### config.mk
export PLATFORM = sky130hd
export DESIGN_NAME = ecc_inj_ctrl
export DESIGN_NICKNAME = d
export VERILOG_FILES = /design/src/rtl/ecc_inj_pkg.sv /design/src/rtl/ecc_inj_regs.sv /design/src/rtl/ecc_inj_match.sv /design/src/rtl/ecc_inj_mask.sv /design/src/rtl/ecc_inj_ctrl.sv
export SDC_FILE = /design/constraint.sdc
export NUM_CORES = 1
export LEC_CHECK = 0
export ABC_AREA = 1
export BUFFER_PORTS_ARGS = -buffer_cell sky130_fd_sc_hd__buf_2
export CORE_MARGIN = 2
export CORE_UTILIZATION = 51
export CTS_BUF_LIST = sky130_fd_sc_hd__clkbuf_16
export DETAILED_ROUTE_END_ITERATION = 6
export PLACE_DENSITY = 0.84
export SETUP_SLACK_MARGIN = 0.15
export SYNTH_ARGS = -nofsm -noshare
export SYNTH_HDL_FRONTEND = slang
export SYNTH_SLANG_ARGS = --single-unit
### constraint.sdc
create_clock -name clk -period 2.4 [get_ports clk]
set_input_delay 0.48 -clock clk [delete_from_list [all_inputs] [get_ports clk]]
set_output_delay 0.48 -clock clk [all_outputs]
set_load 0.1 [all_outputs]
### src/rtl/ecc_inj_pkg.sv
package ecc_inj_pkg;

   // Control word; first member is the MSB, so gen_en lands on bit 0.
   typedef struct packed {
      logic wr_thru;
      logic once;
      logic any_row;
      logic frc_dbl;
      logic frc_sgl;
      logic rmw_en;
      logic chk_en;
      logic gen_en;
   } inj_ctrl_t;

   localparam int CTRL_W   = $bits(inj_ctrl_t);
   localparam int ROW_W    = 32;
   localparam int CFG_W    = 32;

   localparam inj_ctrl_t CTRL_RESET = '{
      wr_thru: 1'b0, once: 1'b0, any_row: 1'b0, frc_dbl: 1'b0,
      frc_sgl: 1'b0, rmw_en: 1'b1, chk_en: 1'b1, gen_en: 1'b1};

   typedef enum logic [1:0] {
      SEL_CTRL = 2'd0,
      SEL_ROW  = 2'd1,
      SEL_BITS = 2'd2
   } cfg_sel_e;

endpackage

### src/rtl/ecc_inj_regs.sv
module ecc_inj_regs
   import ecc_inj_pkg::*;
#(
   parameter int IDX_W = 16
) (
   input  logic               clk,
   input  logic               rst_n,
   input  logic               wr_en,
   input  logic [1:0]         wr_sel,
   input  logic [CFG_W-1:0]   wr_data,
   input  logic               consume,
   output inj_ctrl_t          ctrl,
   output logic [ROW_W-1:0]   row,
   output logic [IDX_W-1:0]   idx_a,
   output logic [IDX_W-1:0]   idx_b
);

   localparam int HALF = CFG_W / 2;

   initial begin
      assert (IDX_W >= 1 && IDX_W <= HALF)
         else $error("ecc_inj_regs: IDX_W must be between 1 and %0d", HALF);
   end

   logic wr_ctrl, wr_row, wr_bits;

   always_comb begin
      wr_ctrl = wr_en && (wr_sel == SEL_CTRL);
      wr_row  = wr_en && (wr_sel == SEL_ROW);
      wr_bits = wr_en && (wr_sel == SEL_BITS);
   end

   // Control word: a software write wins over the one-shot self-clear.
   always_ff @(posedge clk or negedge rst_n) begin
      if (!rst_n) begin
         ctrl <= CTRL_RESET;
      end else if (wr_ctrl) begin
         ctrl <= inj_ctrl_t'(wr_data[CTRL_W-1:0]);
      end else if (consume && ctrl.once) begin
         ctrl.frc_sgl <= 1'b0;
         ctrl.frc_dbl <= 1'b0;
      end
   end

   always_ff @(posedge clk or negedge rst_n) begin
      if (!rst_n) begin
         row <= '0;
      end else if (wr_row) begin
         row <= wr_data;
      end
   end

   always_ff @(posedge clk or negedge rst_n) begin
      if (!rst_n) begin
         idx_a <= '0;
         idx_b <= '0;
      end else if (wr_bits) begin
         idx_a <= wr_data[IDX_W-1:0];
         idx_b <= wr_data[HALF+IDX_W-1:HALF];
      end
   end

endmodule

### src/rtl/ecc_inj_match.sv
module ecc_inj_match
   import ecc_inj_pkg::*;
#(
   parameter int ADDR_W = 32
) (
   input  logic               acc_valid,
   input  logic               acc_write,
   input  logic [ADDR_W-1:0]  acc_addr,
   input  logic [ROW_W-1:0]   row,
   input  logic               gen_en,
   input  logic               chk_en,
   input  logic               frc_sgl,
   input  logic               frc_dbl,
   input  logic               any_row,
   input  logic               wr_thru,
   output logic               hit
);

   initial begin
      assert (ADDR_W >= 1 && ADDR_W <= ROW_W)
         else $error("ecc_inj_match: ADDR_W must be between 1 and %0d", ROW_W);
   end

   logic row_eq;

   // Full-width compare: a narrow address is zero-extended to the row width.
   generate
      if (ADDR_W < ROW_W) begin : g_pad
         assign row_eq = ({{(ROW_W-ADDR_W){1'b0}}, acc_addr} == row);
      end else begin : g_full
         assign row_eq = (acc_addr == row);
      end
   endgenerate

   logic path_on, force_on, dir_ok, addr_ok;

   always_comb begin
      path_on  = gen_en | chk_en;
      force_on = frc_sgl | frc_dbl;
      dir_ok   = !acc_write || wr_thru;
      addr_ok  = any_row || row_eq;
      hit      = acc_valid && path_on && force_on && dir_ok && addr_ok;
   end

endmodule

### src/rtl/ecc_inj_mask.sv
module ecc_inj_mask #(
   parameter int DATA_W = 39,
   parameter int IDX_W  = 16
) (
   input  logic [IDX_W-1:0]  idx_a,
   input  logic [IDX_W-1:0]  idx_b,
   input  logic              dbl,
   output logic [DATA_W-1:0] mask
);

   initial begin
      assert (DATA_W >= 2 && DATA_W <= (1 << IDX_W))
         else $error("ecc_inj_mask: DATA_W must be between 2 and 2**IDX_W");
   end

   // One decoder slice per codeword bit; out-of-range indices select nothing.
   generate
      for (genvar g = 0; g < DATA_W; g++) begin : g_bit
         assign mask[g] = (idx_a == IDX_W'(g)) || (dbl && (idx_b == IDX_W'(g)));
      end
   endgenerate

endmodule

### src/rtl/ecc_inj_ctrl.sv
module ecc_inj_ctrl
   import ecc_inj_pkg::*;
#(
   parameter int DATA_W = 39,
   parameter int ADDR_W = 32,
   parameter int IDX_W  = 16
) (
   input  logic              clk,
   input  logic              rst_n,
   input  logic              cfg_wr_en,
   input  logic [1:0]        cfg_wr_sel,
   input  logic [31:0]       cfg_wr_data,
   input  logic              acc_valid,
   input  logic              acc_write,
   input  logic [ADDR_W-1:0] acc_addr,
   input  logic [DATA_W-1:0] rd_code_in,
   input  logic [DATA_W-1:0] wr_code_in,
   output logic [DATA_W-1:0] rd_code_out,
   output logic [DATA_W-1:0] wr_code_out,
   output logic              inject_pulse,
   output logic              gen_en_o,
   output logic              chk_en_o,
   output logic              rmw_en_o
);

   inj_ctrl_t          ctrl_q;
   logic [ROW_W-1:0]   row_q;
   logic [IDX_W-1:0]   idx_a_q, idx_b_q;
   logic               hit;
   logic [DATA_W-1:0]  flip_mask;

   ecc_inj_regs #(.IDX_W(IDX_W)) u_regs (
      .clk     (clk),
      .rst_n   (rst_n),
      .wr_en   (cfg_wr_en),
      .wr_sel  (cfg_wr_sel),
      .wr_data (cfg_wr_data),
      .consume (hit),
      .ctrl    (ctrl_q),
      .row     (row_q),
      .idx_a   (idx_a_q),
      .idx_b   (idx_b_q)
   );

   ecc_inj_match #(.ADDR_W(ADDR_W)) u_match (
      .acc_valid (acc_valid),
      .acc_write (acc_write),
      .acc_addr  (acc_addr),
      .row       (row_q),
      .gen_en    (ctrl_q.gen_en),
      .chk_en    (ctrl_q.chk_en),
      .frc_sgl   (ctrl_q.frc_sgl),
      .frc_dbl   (ctrl_q.frc_dbl),
      .any_row   (ctrl_q.any_row),
      .wr_thru   (ctrl_q.wr_thru),
      .hit       (hit)
   );

   // The double force takes priority: it alone decides whether the second index is used.
   ecc_inj_mask #(.DATA_W(DATA_W), .IDX_W(IDX_W)) u_mask (
      .idx_a (idx_a_q),
      .idx_b (idx_b_q),
      .dbl   (ctrl_q.frc_dbl),
      .mask  (flip_mask)
   );

   always_comb begin
      rd_code_out  = rd_code_in ^ ((hit && !acc_write) ? flip_mask : '0);
      wr_code_out  = wr_code_in ^ ((hit &&  acc_write) ? flip_mask : '0);
      inject_pulse = hit;
      gen_en_o     = ctrl_q.gen_en;
      chk_en_o     = ctrl_q.chk_en;
      rmw_en_o     = ctrl_q.rmw_en;
   end

endmodule

==> results of run 1 <==
[final timing paths]
check	depth (start not counted)	start	slack [ps]	end
max	13	u_regs.row[12]$_DFFE_PN0P_	-710	rd_code_out[1]
min	1	rst_n	80	u_regs.idx_b[12]$_DFFE_PN0P_
max reg2reg	14	u_regs.row[12]$_DFFE_PN0P_	160	u_regs.ctrl[3]$_DFFE_PN0P_
min reg2reg	2	u_regs.idx_a[6]$_DFFE_PN0P_	490	u_regs.idx_a[6]$_DFFE_PN0P_
max in group asynchronous	2	rst_n	1680	u_regs.row[21]$_DFFE_PN0P_
min in group clk	3	cfg_wr_data[4]	410	u_regs.ctrl[4]$_DFFE_PN0P_
[layout by cell type, fill, tap and decap left out, types with 4 or more instances in the layout]
| cell type | n |
|---|---|
| nand2_1 | 186 |
| nand4_1 | 156 |
| buf_2 | 151 |
| inv_1 | 144 |
| buf_12 | 93 |
| nand3_1 | 81 |
| nand2_4 | 78 |
| o21ai_0 | 70 |
| dfrtp_1 | 69 |
| nor2_1 | 48 |
| buf_4 | 33 |
| nand2_2 | 32 |
| xnor2_1 | 20 |
| o21ai_2 | 20 |
| o21ai_1 | 19 |
| clkbuf_16 | 16 |
| nor3_4 | 4 |
| buf_6 | 4 |
[cells in the mapped netlist, types with 2 or more instances]
cell type  instances  share of area
nand4_1          156           0.15
o21ai_1           23          0.018
o21ai_0           70          0.055
inv_1            143          0.085
buf_6              2         0.0036
or2_2              3         0.0030
buf_1              6         0.0036
xnor2_1           23          0.032
dfrtp_1           69           0.27
nor3_4             3         0.0077
buf_2             19          0.015
nor3_2             2         0.0032
o21ai_2           16          0.022
buf_4              4         0.0047
or2_1              3         0.0030
nor2_1            52          0.031
dfstp_2            3          0.012
inv_2              2         0.0012
clkbuf_1          39          0.023
nand2_1          297           0.18
nand3_1           82          0.065
[power by group through the flow]
| stage | clock [mW] | sequential (mW) | combinational [mW] |
|---|---|---|---|
| 2_1_floorplan | 0 | 1.61 | 1.42 |
| 3_3_place_gp | 0 | 1.58 | 2.24 |
| 3_5_place_dp | 0 | 1.59 | 2.29 |
| 4_1_cts | 1.56 | 1.58 | 2.40 |
| 5_1_grt | 1.61 | 1.61 | 2.74 |
| 6_report | 1.56 | 1.59 | 2.61 |
[registers in the layout, indices dropped and copies added, names as in the netlist]
| register | flops |
|---|---|
| u_regs.ctrl | 8 |
| u_regs.idx_a | 16 |
| u_regs.row | 32 |
| u_regs.idx_b | 16 |
[through the flow]
| stage | area (um^2) | utilization |
|---|---|---|
| after floorplan | 6960 | - |
| after global placement | 9710 | 0.805 |
| after detailed placement | 9710 | 0.805 |
| after CTS | 10300 | 0.850 |
| after global routing | 10600 | 0.875 |
| final | 10600 | 0.875 |
[timing repair]
action	in CTS	in global routing
resized for setup	25	34
setup buffers	6	0
pin swaps	11	24
setup endpoints to repair	81	81
hold endpoints to repair	0	0
cloned	3	8
[cells by family after synthesis]
group / after synthesis / synth area share
buffers and inverters: 216 / 0.137
and+or+nand+nor: 601 / 0.446
DFF: 72 / 0.285
AOI/OAI and AO/OA: 112 / 0.100
xor gates and xnor gates: 23 / 0.0318
[final cells by class]
type	count	area, um^2	area share
tap	168	210	0.0199
sequential	72	1810	0.172
clock inverter	7	119	0.0113
timing repair buffer	293	3200	0.303
inverter	145	549	0.0520
multi-input combinational	737	4440	0.421
clock buffer	9	225	0.0213
[routing by layer]
metal	vias up	track usage	routed length, um
met5	-	0	0
met4	0	0.171	1820
met1	4011	0.426	9320
li1	3878	-	-
met2	736	0.606	12900
met3	208	0.0596	2920
==> metrics.yaml, run 1 <==
drv_cap: 0
ys_seq_area_frac: 0.285
wirelength_mm: 27.0
maxSlewViolCount: 0
clkSlewWorstSetupHoldPaths_ps: 60
dpl.cell_count: 1398
antenna_found_initial: 0
yosys_most_used_dff: "dfrtp_1"
fillers: 568
cpPeakStageDelay_ps: 400
initial_core_util: 0.525
achievable-frequency_ghz: 0.321
tns_ps: -51420
syn2layout_area_growth_pct: 66.6
hp-class: "input pin to async pin"
path_class: "flop to output pin"
worst_slack_ps: -711
syn-instance-count: 1024
power.total_mw: 5.75
clock_latency_ps: 330
grt_use_total: 0.351
fp.dieH_um: 115
leakagePower_nw: 5.03
yosysUniqueCellTypes: 28
ys_ff_latch: 72
pre_cts_ws_ps: -526
drt_pass1_iterations: 7
cp-end-kind: "output pin"
required_ps: 1920
p_sw_frac: 0.412
crit_buf_inv: 3
fin_hold_ws_ps: 78.8
finalWeightedCongestion: 0.937
pwr-share-comb: 0.453
numCtsBuffers: 9
crit_arrival_ps: 2630
dpl.hpwl_mm: 16.7
post-route-period-util: 1.30
synth_area_um2: 6330
ios: 231
wl_per_cell_um: 18.9
vdd.ir_drop.worst_uv: 509
synthArstFlopShare: 1.00
clock_skew_ps: 8.12
tightest_slew_ps: 828
avgViaCountPerCell: 6.17
holdBufCountCts: 0
finalCriticalPeriod_ps: 3110
setup_violations: 79
drive_gt1_frac: 0.368
syn_nets: 1173
finalNonFillerCells: 1431
p_switching_mw: 2.37
synth-edff-count: 0
rsz0062_at_grt: "true"
num_antenna_cells: 0
tritoncts: "done"
p_per_area_nw_per_um2: 545
relSlewSlack: 0.448
io_buffer_count: 230
fin_nets: 1407
clock-sinks: 72
crit_fanout: 8
core_um2: 12100
root_buffer: "clkbuf_16"
pwr-share-seq: 0.276
clkPwrFrac: 0.271
dieArea_um2: 13300
rows: 40
crit_chain: "xnor2_1 -> nand2_1 -> nor2_4 -> nand2_2 -> nor2_4 -> nand2_2 -> buf_4 -> nand2_8 -> clkbuf_16 -> nand4_1 -> nand2_1 -> nand2_4 -> buf_12"
grt_first_pass_wirelength_mm: 37.7
start_kind: "flop"
first_iter_violations: 1378
fp.dieW_um: 115
crit_family: "simple AND/OR/NAND/NOR gates"
critPathSlowestCell: "dfrtp_1"
drc: 33
vias: 8833
violations: "design-rule violations, negative setup slack"
ant_nets: 0
ys_warn_count: 0
grt_pass1_vias: 8107
cts_buffer_depth: 2
grt_max_degree: 79
outcome: "complete, but fails checks"
grt_overflow_total: 0
htreeDepth: 3
hold_viol_final: 0
avgSynthCellArea_um2: 6.19
intPower_mw: 3.38
Note: power is estimated with default switching activity, not from simulation.
==> run 2: changes to the inputs <==
--- a/config.mk
+++ b/config.mk
@@ -12,2 +12,3 @@
 export CTS_BUF_LIST = sky130_fd_sc_hd__clkbuf_16
+export CTS_CLUSTER_DIAMETER = 100
 export DETAILED_ROUTE_END_ITERATION = 6
==> constraint.sdc (replaced) <==
create_clock -name clk -period 2.4 [get_ports clk]
set_input_delay 0.24 -clock clk [delete_from_list [all_inputs] [get_ports clk]]
set_output_delay 0.24 -clock clk [all_outputs]
set_load 0.1 [all_outputs]
==> metrics.yaml, run 2 (synthesis gave the netlist of run 1 again) <==
outcome: "complete, but fails checks"
violations: "design-rule violations, negative setup slack"
grt_first_pass_wirelength_mm: 38.1  # +1.0%
dieArea_um2: 13300  # unchanged
crit_arrival_ps: 2570  # -60 ps
hp-class: "input pin to async pin"
numCtsBuffers: 9  # unchanged
first_iter_violations: 1116  # -19%
largest_reg_flops: 32  # unchanged
finalCriticalPeriod_ps: 2810  # -303 ps
clock_skew_ps: 7.49  # -0.632 ps
clock-sinks: 72  # unchanged
rsz0062_at_grt: "true"
p_per_area_nw_per_um2: 523  # -4.0%
drc: 11  # -67%
start_kind: "flop"
maxSlewViolCount: 0  # unchanged
num_antenna_cells: 0  # unchanged
avgViaCountPerCell: 6.09  # -1.4%
post-route-period-util: 1.17  # -0.126
cp-end-kind: "output pin"
relSlewSlack: 0.301  # -0.148
pwr-share-seq: 0.296  # +0.020
crit_family: "simple AND/OR/NAND/NOR gates"
crit_fanout: 8  # unchanged
drt_pass1_iterations: 7  # unchanged
required_ps: 2160  # +240 ps
finalWeightedCongestion: 0.933  # -0.44%
drv_cap: 0  # unchanged
wl_per_cell_um: 18.1  # -4.2%
antenna_found_initial: 0  # unchanged
drive_gt1_frac: 0.337  # -0.0313
holdBufCountCts: 0  # unchanged
htreeDepth: 3  # unchanged
tritoncts: "done"
largest_register: "u_regs.row"
vdd.ir_drop.worst_uv: 607  # +19%
clock_latency_ps: 330  # about the same
final_util: 0.842  # -0.0329
pwr-share-comb: 0.460  # +0.007
rows: 40  # unchanged
layout_common_cells: "nand2_1, nand4_1, buf_2"
path_class: "flop to output pin"
achievable-frequency_ghz: 0.356  # +11%
grt_use_total: 0.357  # +0.00609
crit_chain: "inv_2 -> nand2_2 -> nand2_2 -> nand2_1 -> nor2_2 -> nand2_2 -> nor2_4 -> nand2_2 -> a21oi_4 -> buf_6 -> buf_12 -> buf_16 -> nand4_1 -> nand2_4 -> buf_12"
fp.dieW_um: 115  # unchanged
fp.dieH_um: 115  # unchanged
tightest_slew_ps: 1050  # +220 ps
grt_pass1_vias: 8068  # -0.48%
p_switching_mw: 2.31  # -2.3%
ios: 231  # unchanged
worst_slack_ps: -408  # +303 ps
core_um2: 12100  # unchanged
grt_overflow_total: 0  # unchanged
p_sw_frac: 0.436  # +0.0239
dpl.hpwl_mm: 15.9  # -4.7%
wirelength_mm: 25.5  # -5.7%
cpMostUsedCell: "nand2_2"
vias: 8575  # -2.9%
final_common_cell: "nand2_1"
setup_violations: 79  # unchanged
top_regs: "u_regs.row: 32 flops, u_regs.idx_a: 16 flops, u_regs.idx_b: 16 flops"
root_buffer: "clkbuf_16"
cpPeakStageDelay_ps: 400  # about the same
intPower_mw: 3.00  # -11%
clkPwrFrac: 0.243  # -0.028
grt_max_degree: 80  # +1.3%
tns_ps: -27040  # +24380 ps
ant_nets: 0  # unchanged
syn2layout_area_growth_pct: 60.4
crit_buf_inv: 5  # +2
hold_viol_final: 0  # unchanged
leakagePower_nw: 4.84  # -3.8%
critPathSlowestCell: "dfrtp_1"
fin_nets: 1385  # -1.6%
initial_core_util: 0.525  # unchanged
clkSlewWorstSetupHoldPaths_ps: 60  # about the same
cts_buffer_depth: 2  # unchanged
io_buffer_count: 230  # unchanged
==> run 2: power by group through the flow <==
stage | Sequential [mW] | Combinational, mW | Clock [mW]
6_report | 1.57 | 2.45 | 1.29
5_1_grt | 1.60 | 2.58 | 1.35
3_5_place_dp | 1.59 | 2.19 | 0
4_1_cts | 1.57 | 2.35 | 1.29
2_1_floorplan | 1.61 | 1.41 | 0
3_3_place_gp | 1.57 | 2.15 | 0
==> run 2: stage by stage <==
stage	std cells	cell area (um^2)	setup slack (ps)	hold slack [ps]	power, mW
floorplan	1024	6890	129	-55.6	3.02
global placement	1372	9380	23.1	372	3.72
detailed placement	1372	9380	-75.7	373	3.78
CTS	1402	9960	-318	24.4	5.22
global route	1409	10200	-542	64.5	5.53
finish	1409	10200	-408	14.6	5.32
==> run 2: area by class of cell <==
cell class,instances,area (um^2)
flip-flops and latches,72,1810
well taps,168,210
inverters,145,544
multi-input cells,736,4290
clock buffers,9,225
fillers,672,1900
clock inverters,7,62.6
repair buffers,272,3020
==> run 2: repair_timing <==
action | 4_1_cts | 5_1_grt
pin swaps | 12 | 18
cloned | 7 | 5
setup buffers | 7 | 2
setup endpoints to repair | 79 | 79
gates resized for setup | 21 | 18
==> run 2: final timing paths <==
| check | cells after the start | end | slack, ps | from |
|---|---|---|---|---|
| hold / removal | 1 | u_regs.row[27]$_DFFE_PN0P_ | 10 | rst_n |
| hold reg to reg | 2 | u_regs.idx_a[6]$_DFFE_PN0P_ | 480 | u_regs.idx_a[6]$_DFFE_PN0P_ |
| setup reg to reg | 14 | u_regs.ctrl[3]$_DFFE_PN0P_ | 470 | u_regs.row[28]$_DFFE_PN0P_ |
| setup / recovery | 15 | wr_code_out[1] | -410 | u_regs.row[28]$_DFFE_PN0P_ |
| max in group asynchronous | 2 | u_regs.row[16]$_DFFE_PN0P_ | 1710 | rst_n |
| min in group clk | 3 | u_regs.ctrl[4]$_DFFE_PN0P_ | 140 | cfg_wr_data[4] |
==> run 2: metal layers <==
| layer | part of all wire | vias to the layer above | track usage | wire (um) |
|---|---|---|---|---|
| li1 | - | 3827 | - | - |
| met1 | 0.34 | 3903 | 0.404 | 8740 |
| met2 | 0.47 | 640 | 0.619 | 12100 |
| met3 | 0.11 | 205 | 0.0868 | 2860 |
| met4 | 0.070 | 0 | 0.198 | 1790 |
| met5 | 0 | - | 0 | 0 |
==> run 3: changes to the inputs <==
Settings changed: SYNTH_HIERARCHICAL set to 1.
==> metrics.yaml, run 3 <==
yosysUniqueCellTypes: 26  # -7.1%
fillers: 669  # -0.45%
first_iter_violations: 1160  # +3.9%
core_um2: 12500  # +3.8%
final_common_cell: "nand2_1"
largest_reg_flops: 32  # unchanged
grt_max_degree: 65  # -19%
ys_ff_latch: 72  # unchanged
avgViaCountPerCell: 5.89  # -3.3%
syn-instance-count: 1015  # -0.88%
post-route-period-util: 1.18  # +0.00674
grt_first_pass_wirelength_mm: 36.0  # -5.6%
numCtsBuffers: 9  # unchanged
drc: 0  # -11
leakagePower_nw: 5.20  # +7.3%
drt_pass1_iterations: 6  # -1
hold_path_depth: 3
syn_nets: 1164  # -0.77%
clock_skew_ps: 9.21  # +1.72 ps
finalWeightedCongestion: 0.995  # +6.6%
yosys_most_used_dff: "dfrtp_1"
yosys.area_share.xor_xnor: 0.0311  # -0.000730
finalNonFillerCells: 1417  # +0.57%
cp-end-kind: "output pin"
synth-edff-count: 0  # unchanged
rsz0062_at_grt: "true"
setup_violations: 79  # unchanged
ys_warn_count: 6  # +6
wl_per_cell_um: 18.0  # -0.17%
p_sw_frac: 0.407  # -0.0285
ys_seq_area_frac: 0.278  # -0.00654
ys_top_cells_by_area: "dfrtp_1, nand2_1, nand3_1"
synthAdderAreaFrac: 0  # unchanged
clock_latency_ps: 330  # about the same
p_switching_mw: 2.19  # -5.6%
path_class: "flop to output pin"
fin_nets: 1387  # +0.14%
grt_use_total: 0.332  # -0.0247
finalCriticalPeriod_ps: 2820  # +16.2 ps
ant_nets: 0  # unchanged
hp-class: "input pin to flop"
outcome: "complete, but fails checks"
r2r_cells: 12  # -2
synthSimpleGateAreaFrac: 0.454  # +0.00789
grt_pass1_vias: 7715  # -4.4%
synth_compound_area_frac: 0.0828  # -0.0175
largest_register: "u_regs/row"
io_buffer_count: 230  # unchanged
achievable-frequency_ghz: 0.354  # -0.57%
syn2layout_area_growth_pct: 64.1
hold_viol_final: 0  # unchanged
relSlewSlack: 0.455  # +0.154
clock-sinks: 72  # unchanged
root_buffer: "clkbuf_16"
clkSlewWorstSetupHoldPaths_ps: 60  # about the same
tightest_slew_ps: 817  # -230 ps
synthArstFlopShare: 1.00  # unchanged
violations: "negative setup slack"
synth_top_family_by_area: "simple AND/OR/NAND/NOR gates"
pwr-share-comb: 0.438  # -0.022
fp.dieW_um: 117  # +1.1%
crit_arrival_ps: 2580  # about the same
dpl.cell_count: 1378  # +0.44%
ios: 231  # unchanged
start_kind: "flop"
dpl.hpwl_mm: 16.7  # +4.8%
pwr-share-seq: 0.294  # -0.002
initial_core_util: 0.518  # -0.00721
intPower_mw: 3.19  # +6.2%
synth_area_um2: 6480  # +2.4%
final_area_um2: 10600  # +4.8%
tns_ps: -25380  # +1660 ps
vias: 8342  # -2.7%
yosysTopAreaCellShare: 0.266  # -0.00626
antenna_found_initial: 1  # +1
fin_hold_ws_ps: 172  # +157 ps
layout_common_cells: "nand2_1, buf_2, inv_1, nand3_1, buf_12"
wirelength_mm: 25.6  # +0.40%
top_regs: "u_regs/row: 32 flops, u_regs/idx_a: 16 flops, u_regs/idx_b: 16 flops"
dieArea_um2: 13600  # +2.3%
avgSynthCellArea_um2: 6.39  # +3.3%
synthMuxAreaShare: 0  # unchanged
maxSlewViolCount: 0  # unchanged
worst_slack_ps: -424  # -16.2 ps
grt_overflow_total: 0  # unchanged
fp.dieH_um: 117  # +1.1%
synth_common_cells: "nand2_1, nand3_1, inv_1"
tritoncts: "done"
synth_top_area_cell: "dfrtp_1"
cts_buffer_depth: 2  # unchanged
required_ps: 2160  # about the same
dpl_cell_area_um2: 9640  # +2.8%
rows: 41  # +2.5%
htreeDepth: 3  # unchanged
drv_cap: 0  # unchanged
drive_gt1_frac: 0.418  # +0.0807
p_per_area_nw_per_um2: 505  # -3.5%
power.total_mw: 5.37  # +1.1%
crit_fanout: 8  # unchanged
rrSetupSlack_ps: 390  # -80 ps
clkPwrFrac: 0.268  # +0.025
vdd.ir_drop.worst_uv: 589  # -2.9%
synth_most_common_cell: "nand2_1"
-- run 3: cell count changes after synthesis, moves of 6 or more --
cell,previous run,this run
nand3_1,82,154
buf_2,19,28
nand2_1,297,337
o21ai_0,70,4
buf_1,6,0
nand3_2,0,9
buf_6,2,17
nand4_1,156,78
buf_4,4,13
o21ai_2,16,43
clkbuf_1,39,0
-- run 3: worst paths after layout --
check	startpoint	to
setup / recovery	u_regs/row[23]$_DFFE_PN0P_	rd_code_out[12]
hold / removal	cfg_wr_data[11]	u_regs/row[11]$_DFFE_PN0P_
setup reg to reg	u_regs/row[23]$_DFFE_PN0P_	u_regs/ctrl[4]$_DFFE_PN0P_
hold reg to reg	u_regs/idx_a[15]$_DFFE_PN0P_	u_regs/idx_a[15]$_DFFE_PN0P_
max in group asynchronous	rst_n	u_regs/ctrl[0]$_DFFE_PN1P_
min in group asynchronous	rst_n	u_regs/idx_a[8]$_DFFE_PN0P_
-- run 3: per-layer routing --
layer | track usage | vias up | share of wire
met5 | 0 | - | 0
met4 | 0.174 | 0 | 0.065
met1 | 0.372 | 3879 | 0.34
met2 | 0.601 | 567 | 0.51
li1 | - | 3721 | -
met3 | 0.0586 | 175 | 0.088
-- run 3: cells by family after synthesis --
family	after synthesis
buffers and inverters	204
xor gates and xnor gates	23
DFF	72
AOI/OAI and AO/OA	73
and+or+nand+nor	643
-- run 3: worst max-delay path, cell delays in order (launching register included) --
cell and delay (ps):
dfrtp_1 400, xnor2_1 160, nand2_1 100, nor2_2 140, nand2_2 100, nor2_2 90, nand2_1 80, a21oi_4 210
buf_12 200, buf_6 140, clkbuf_16 150, nand3_1 90, nand2_1 140, nand2_4 70, buf_12 160
-- run 3: layout make-up --
type	instances	area, um^2	share of cell area
Antenna cell	2	5.00	0.000470
Clock buffer	9	225	0.0212
Clock inverter	7	95.1	0.00893
Inverter	145	547	0.0514
Multi-Input combinational cell	739	4680	0.440
Sequential cell	72	1810	0.170
Tap cell	172	215	0.0202
Timing Repair Buffer	271	3060	0.287
-- run 3: what timing repair did --
action / in CTS / in global routing
hold buffers: 1 / 0
pin swaps: 79 / 49
endpoints found under the hold margin: 26 / 0
gates cloned: 5 / 7
buffers inserted: 7 / 1
endpoints found under the setup margin: 78 / 79
resized for setup: 51 / 35
-- run 3: power by group through the flow --
stage | sequential [mW] | combinational [mW] | clock (mW)
3_3_place_gp | 1.57 | 2.09 | 0
4_1_cts | 1.57 | 2.24 | 1.45
3_5_place_dp | 1.59 | 2.14 | 0
6_report | 1.58 | 2.35 | 1.44
5_1_grt | 1.60 | 2.48 | 1.50
2_1_floorplan | 1.61 | 1.44 | 0
-- run 3: stage by stage --
| step | setup slack, ps | utilization |
|---|---|---|
| 2_1_floorplan | -300 | - |
| 3_3_place_gp | 36.1 | 0.770 |
| 3_5_place_dp | -19.2 | 0.770 |
| 4_1_cts | -349 | 0.826 |
| 5_1_grt | -527 | 0.850 |
| 6_report | -424 | 0.850 |
